==> config.mk <==
export PLATFORM = sky130hd
export DESIGN_NAME = ilv_cap_check
export DESIGN_NICKNAME = d
export VERILOG_FILES = /design/src/rtl/ilv_cap_pkg.sv /design/src/rtl/ilv_ways_enc.sv /design/src/rtl/ilv_gran_enc.sv /design/src/rtl/ilv_cap_masks.sv /design/src/rtl/ilv_range_chk.sv /design/src/rtl/ilv_cap_check.sv
export SDC_FILE = /design/constraint.sdc
export NUM_CORES = 1
export LEC_CHECK = 0
export BUFFER_PORTS_ARGS = -buffer_cell sky130_fd_sc_hd__buf_2
export CAP_MARGIN = 20
export CORE_AREA = 2 2 50 52
export CTS_CLUSTER_SIZE = 40
export DETAILED_ROUTE_END_ITERATION = 7
export DIE_AREA = 0 0 52 54
export PLACE_DENSITY_LB_ADDON = 0.25
export SLEW_MARGIN = 20
export SYNTH_ARGS = -nofsm -noshare
export SYNTH_HDL_FRONTEND = slang
export SYNTH_SLANG_ARGS = --single-unit
export TNS_END_PERCENT = 30
==> constraint.sdc <==
create_clock -name clk -period 3.1 [get_ports clk]
set_input_delay 0.31 -clock clk [delete_from_list [all_inputs] [get_ports clk]]
set_output_delay 0.31 -clock clk [all_outputs]
set_load 0.05 [all_outputs]
==> src/rtl/ilv_cap_pkg.sv <==
package ilv_cap_pkg;
  // Capability word bit positions decoded by the checker
  localparam int CAP_ADDR_LO_GRP = 8;   // host bits 8..11 usable
  localparam int CAP_ADDR_HI_GRP = 9;   // host bits 12..14 usable
  localparam int CAP_WAYS_3X     = 11;  // 3, 6, 12 ways
  localparam int CAP_WAYS_16     = 12;  // 16 ways

  // Host address bit groups
  localparam int GRP_LO_FIRST = 8;
  localparam int GRP_LO_LAST  = 11;
  localparam int GRP_HI_FIRST = 12;
  localparam int GRP_HI_LAST  = 14;

  localparam int WCODE_W = 4;
  localparam int GCODE_W = 3;
  localparam int POS_W   = 6;

  typedef struct packed {
    logic               legal;
    logic [WCODE_W-1:0] code;
  } wcode_t;

  typedef struct packed {
    logic               legal;
    logic [GCODE_W-1:0] code;
  } gcode_t;
endpackage

==> src/rtl/ilv_ways_enc.sv <==
module ilv_ways_enc
  import ilv_cap_pkg::*;
#(
  parameter int WAYS_W = 5
) (
  input  logic [WAYS_W-1:0] ways,
  output wcode_t            enc
);
  always_comb begin
    enc = '0;
    case (int'(ways))
      1:  enc = '{legal: 1'b1, code: 4'd0};
      2:  enc = '{legal: 1'b1, code: 4'd1};
      4:  enc = '{legal: 1'b1, code: 4'd2};
      8:  enc = '{legal: 1'b1, code: 4'd3};
      16: enc = '{legal: 1'b1, code: 4'd4};
      3:  enc = '{legal: 1'b1, code: 4'd8};
      6:  enc = '{legal: 1'b1, code: 4'd9};
      12: enc = '{legal: 1'b1, code: 4'd10};
      default: enc = '0;
    endcase
  end
endmodule

==> src/rtl/ilv_gran_enc.sv <==
module ilv_gran_enc
  import ilv_cap_pkg::*;
#(
  parameter int GRAN_W  = 16,
  parameter int MIN_LOG = 8,
  parameter int MAX_LOG = 14
) (
  input  logic [GRAN_W-1:0] gran_bytes,
  output gcode_t            enc
);
  logic [MAX_LOG-MIN_LOG:0] hit;

  for (genvar p = MIN_LOG; p <= MAX_LOG; p++) begin : g_pow
    assign hit[p-MIN_LOG] = (gran_bytes == GRAN_W'(1) << p);
  end

  always_comb begin
    enc = '0;
    for (int i = 0; i <= MAX_LOG - MIN_LOG; i++) begin
      if (hit[i]) begin
        enc.legal = 1'b1;
        enc.code  = GCODE_W'(i);
      end
    end
  end
endmodule

==> src/rtl/ilv_cap_masks.sv <==
module ilv_cap_masks
  import ilv_cap_pkg::*;
#(
  parameter int CAP_W   = 16,
  parameter int WMASK_W = 32,
  parameter int AMASK_W = 32
) (
  input  logic [CAP_W-1:0]   cap_word,
  input  logic               passthru,
  output logic [WMASK_W-1:0] ways_sup,
  output logic [AMASK_W-1:0] addr_sup
);
  logic unused_cap;
  assign unused_cap = ^cap_word;

  always_comb begin
    ways_sup = '0;
    addr_sup = '0;
    if (passthru) begin
      ways_sup = '1;
      addr_sup = '1;
    end else begin
      ways_sup[1] = 1'b1;
      ways_sup[2] = 1'b1;
      ways_sup[4] = 1'b1;
      ways_sup[8] = 1'b1;
      if (cap_word[CAP_WAYS_3X]) begin
        ways_sup[3]  = 1'b1;
        ways_sup[6]  = 1'b1;
        ways_sup[12] = 1'b1;
      end
      if (cap_word[CAP_WAYS_16]) ways_sup[16] = 1'b1;
      for (int b = GRP_LO_FIRST; b <= GRP_LO_LAST; b++)
        if (cap_word[CAP_ADDR_LO_GRP]) addr_sup[b] = 1'b1;
      for (int b = GRP_HI_FIRST; b <= GRP_HI_LAST; b++)
        if (cap_word[CAP_ADDR_HI_GRP]) addr_sup[b] = 1'b1;
    end
  end
endmodule

==> src/rtl/ilv_range_chk.sv <==
module ilv_range_chk
  import ilv_cap_pkg::*;
#(
  parameter int AMASK_W = 32
) (
  input  logic [WCODE_W-1:0] wcode,
  input  logic [GCODE_W-1:0] gcode,
  input  logic [AMASK_W-1:0] addr_sup,
  output logic               range_ok
);
  logic [POS_W-1:0]   lo_pos;
  logic [POS_W-1:0]   hi_pos;
  logic [AMASK_W-1:0] sel_bits;
  logic               no_bits;

  assign no_bits = (wcode == WCODE_W'(0)) || (wcode == WCODE_W'(8));
  assign lo_pos  = POS_W'(gcode) + POS_W'(8);
  assign hi_pos  = (wcode > WCODE_W'(8))
                 ? POS_W'(wcode) + POS_W'(gcode) - POS_W'(1)
                 : POS_W'(wcode) + POS_W'(gcode) + POS_W'(7);

  for (genvar i = 0; i < AMASK_W; i++) begin : g_bit
    assign sel_bits[i] = (POS_W'(i) >= lo_pos) && (POS_W'(i) <= hi_pos);
  end

  assign range_ok = no_bits || ((sel_bits & ~addr_sup) == '0);
endmodule

==> src/rtl/ilv_cap_check.sv <==
module ilv_cap_check
  import ilv_cap_pkg::*;
#(
  parameter int CAP_W   = 16,
  parameter int WAYS_W  = 5,
  parameter int GRAN_W  = 16,
  parameter int AMASK_W = 32
) (
  input  logic              clk,
  input  logic              rst,
  input  logic              start,
  input  logic [CAP_W-1:0]  cap_word,
  input  logic [WAYS_W-1:0] ways,
  input  logic [GRAN_W-1:0] gran_bytes,
  input  logic              passthru,
  output logic              res_valid,
  output logic              res_ok
);
  localparam int WMASK_W = 1 << WAYS_W;

  wcode_t             wenc;
  gcode_t             genc;
  logic [WMASK_W-1:0] ways_sup;
  logic [AMASK_W-1:0] addr_sup;
  logic               range_ok;
  logic               accept;

  ilv_ways_enc #(.WAYS_W(WAYS_W)) u_ways (
    .ways (ways),
    .enc  (wenc)
  );

  ilv_gran_enc #(.GRAN_W(GRAN_W), .MIN_LOG(8), .MAX_LOG(14)) u_gran (
    .gran_bytes (gran_bytes),
    .enc        (genc)
  );

  ilv_cap_masks #(.CAP_W(CAP_W), .WMASK_W(WMASK_W), .AMASK_W(AMASK_W)) u_masks (
    .cap_word (cap_word),
    .passthru (passthru),
    .ways_sup (ways_sup),
    .addr_sup (addr_sup)
  );

  ilv_range_chk #(.AMASK_W(AMASK_W)) u_range (
    .wcode    (wenc.code),
    .gcode    (genc.code),
    .addr_sup (addr_sup),
    .range_ok (range_ok)
  );

  assign accept = wenc.legal && genc.legal && ways_sup[ways] && range_ok;

  always_ff @(posedge clk) begin
    if (rst) begin
      res_valid <= 1'b0;
      res_ok    <= 1'b0;
    end else begin
      res_valid <= start;
      if (start) res_ok <= accept;
    end
  end
endmodule

==> summary.txt <==
Place
  • Dpl hpwl: between 2000 and 2500 µm
  • GPL Wtd Cong: approximately 0.84
  • I/O Buffers: 30
  • Placed Area: between 1000 and 1500 µm²
  • Pre-CTS worst setup slack: -0.2656 ns

Finish
  • Antenna Cells: 0
  • Multi-input logic area: 847.1 µm²
  • Fill cell count: 216
  • Final net count: 233
  • Register area: 40.04 µm²
  • P&R area growth vs syn: 45.45%
  • Design area: about 1400 µm²
  • Share of cells above drive strength 1: roughly 46%

Timing
  • Final setup viols: 1
  • Slew @ Worst Pin: roughly 0.50 ns
  • Fin crit share: 102.2%
  • Final hold violations: 0
  • Rel. slew slack: between 60% and 70%
  • Fin crit period: 3.167 ns
  • Final Max Slew Viols: 0
  • PnR worst setup slack: -0.06725 ns
  • Fmax: 315.7 MHz
  • Clk_skew: 0 ns
  • Unrepaired setup endpoints after global routing: true

Clocking
  • Clock buffer depth: 2
  • TritonCTS clock tree: built
  • Reg clk slew, reported paths: approximately 0.03 ns
  • Clock sink total: 2
  • Clock Latency Late Sink: 0.22 ns
  • CTS buffer count: 3
  • Root Buffer Master: clkbuf_4
  • H-tree levels: 1
  • Hold bufs inserted after CTS: 0

Pwr
  • Int Pwr: 0.1349 mW
  • Clock Power Share: 26.6%
  • Combinational power share: around 61%
  • Leak: 0.6452 nW
  • Pwr/cell area: 154.4 nW/µm²
  • Reg power frac: 12.5%
  • Net Sw Power: 0.07846 mW
  • Sw frac: 36.78%
  • Max VDD drop: 0.1518 mV

Route
  • First DRT Iteration DRCs: 18
  • DRC Markers: 0
  • Routed Antenna Nets: 0
  • Vias per cell: between 5 and 6
  • Routed via count: ~1200
  • DR WL/cell: around 12 µm
  • Drt total wl: 2603 µm
  • Router iterations before antenna repair: 5

Yosys
  • Synth cell count leaders: 12 x nor2_1, 10 x o21ai_0, 9 x ha_1, 9 x inv_1
  • Simple-Gate Fraction of Synth Area: 32.81%
  • Post-synthesis compound-gate area fraction: 27.01%
  • Dominant synthesized flop cell: dfxtp_1
  • Syn_area_per_cell: 7.537 µm²
  • Mapped Area: 949.7 µm²
  • Synth Area in Adders: approximately 14%
  • Yosys reg bits: 2
  • Asr flop ratio synth: 0%
  • Post-synth EDFFs: 0
  • Mux cell area share after synthesis: 2.108%
  • Post-Synthesis Cells: 126
  • Share of the synthesized area in the top cell type: 11.86%
  • Syn Nets: 177
  • Top-count cell post-synth: nor2_1
  • Post-synthesis sequential area ratio: 4.216%
  • Area contributors post-synth: ha_1 12%, xor2_1 6.5%, o21ai_0 5.3%, buf_6 4.7%, nor2_1 4.7%
  • Synth Warn #: 0
  • Post-synthesis xor/xnor area fraction: 9.223%
  • Synth unique cells: 50
  • Largest area contributor in the netlist: ha_1
  • Main combinational cell family by area after synthesis: simple AND/OR/NAND/NOR gates

Min path
  • WHS Path Cells: 2
  • Hold path startpoint: rst
  • Hold worst-path end: res_valid
  • Worst min path class: in -> reg

Critical path
  • R2R Path End: res_ok
  • Largest stage delay, worst path: between 0.5 and 0.6 ns
  • Slowest cell on crit path: fa_2
  • Crit path launch type: input port
  • Worst setup EP type: flop
  • WP data required: around 3.3 ns
  • RR Startpoint: res_ok
  • FF-to-FF setup slack: 1.41 ns
  • CP Data Arrival Time: 3.33 ns
  • Cell Chain, Critical Path: buf_6 > nor4_4 > nand4bb_1 > nor2_1 > ha_2 > inv_2 > fa_2 > inv_2 > ha_4 > or3_1 > or3_1 > a41o_1 > a41oi_2 > o211a_1
  • Crit Path Max Fanout: 4
  • Setup CP Type: in -> reg
  • Reg2Reg Depth: 5

Run status
  • Failing checks: setup timing
  • Outcome: finished, violations left

Floorplanning
  • I/O Pins: 43
  • Die Area: 2808 µm²
  • Row count: 18
  • Core area: 2320 µm²
  • Die Y: 54 µm
  • Initial Util: 40.94%
  • Die Span X: ~52 µm

Global route
  • Initial antenna violation count: 0
  • First-pass GRT wire length: 4202 µm
  • GR Overflow Total: 0
  • GR Util All Layers: 19.21%
  • Largest net degree at the start of global routing: 8
  • Vias in the first global route: 1036

Job
  • Max cap viols: 0
kinds of logic after synthesis:
logic type	Yosys count
AOI/OAI and AO/OA	35
DFF	2
buffers and inverters	18
and+or+nand+nor	49
xor gates and xnor gates	10
muxes	2
adders and majority gates	10
worst max-delay path: cells and delay by family:
family / cells / cell delay [ns]
buffers and inverters: 3 / 0.20
adder cells (fa/ha/maj): 3 / 0.94
AND/OR/NAND/NOR: 5 / 1.27
AO/OA/AOI/OAI: 3 / 0.61
state kept, by name, indices dropped and copies added (netlist names):
register,cells
res_valid,1
res_ok,1
metrics by stage:
| stage | hold WS [ns] | power (mW) | instances | utilization [%] | setup TNS [ns] |
|---|---|---|---|---|---|
| after floorplan | 0.3816 | 0.09900 | 126 | - | -0.01769 |
| after global placement | 0.5189 | 0.1475 | 207 | 57.39 | -0.2396 |
| after detailed placement | 0.5073 | 0.1520 | 207 | 57.39 | -0.2656 |
| after CTS | 0.2758 | 0.2140 | 210 | 59.55 | -0.01624 |
| after global routing | 0.2736 | 0.2307 | 210 | 59.55 | -0.2151 |
| final | 0.2792 | 0.2133 | 210 | 59.55 | -0.06725 |
what timing repair did:
action | CTS | global route
setup endpoints to repair | 1 | 1
gates resized for setup | 5 | 0
buffers inserted | 0 | 0
hold endpoints to repair | 0 | 0
pin swaps | 2 | 1
power by group through the flow:
stage                     logic (mW)  registers [mW]  clock network [mW]
after global placement         0.120          0.0271                   0
after global routing           0.141          0.0268              0.0624
after floorplan               0.0694          0.0296                   0
final                          0.130          0.0267              0.0568
after detailed placement       0.125          0.0271                   0
after CTS                      0.129          0.0268              0.0584
how the worst max path moves through the flow:
stage | startpoint | end | slack (ns) | cells after the start
floorplan | gran_bytes[15] | res_ok | -0.02 | 13
global placement | gran_bytes[15] | res_ok | -0.24 | 14
detailed placement | gran_bytes[15] | res_ok | -0.27 | 14
CTS | gran_bytes[15] | res_ok | -0.02 | 14
global route | gran_bytes[5] | res_ok | -0.22 | 14
finish | gran_bytes[5] | res_ok | -0.07 | 14
layout by cell type, fill, tap and decap left out, types with 2 or more instances in the layout:
master / count
buf_4: 30
buf_2: 26
nor2_1: 11
o21ai_0: 10
xor2_1: 7
inv_1: 7
ha_1: 7
nor3_1: 6
a21oi_1: 5
nand3_1: 4
buf_6: 4
or3_1: 3
o211ai_1: 3
xnor2_1: 3
nor4b_1: 3
clkbuf_4: 3
nor4_4: 2
inv_2: 2
nor2b_1: 2
mux2i_1: 2
nand2_1: 2
nor3b_1: 2
o41ai_1: 2
dfxtp_1: 2
layer usage:
| layer | share of wire [%] | global-route usage (%) |
|---|---|---|
| met3 | 1.5 | 1.389 |
| met1 | 41 | 22.37 |
| met2 | 55 | 37.55 |
| met5 | 0 | 0 |
| met4 | 1.5 | 4.825 |
final cells by class:
cell class                 count  share of cell area [%]
sequential                     2                   2.899
tap                           30                   2.717
clock buffer                   3                   1.630
multi-input combinational    106                   61.32
timing repair buffer          60                   28.99
inverter                       9                   2.446
(Power assumes the default switching activity.)
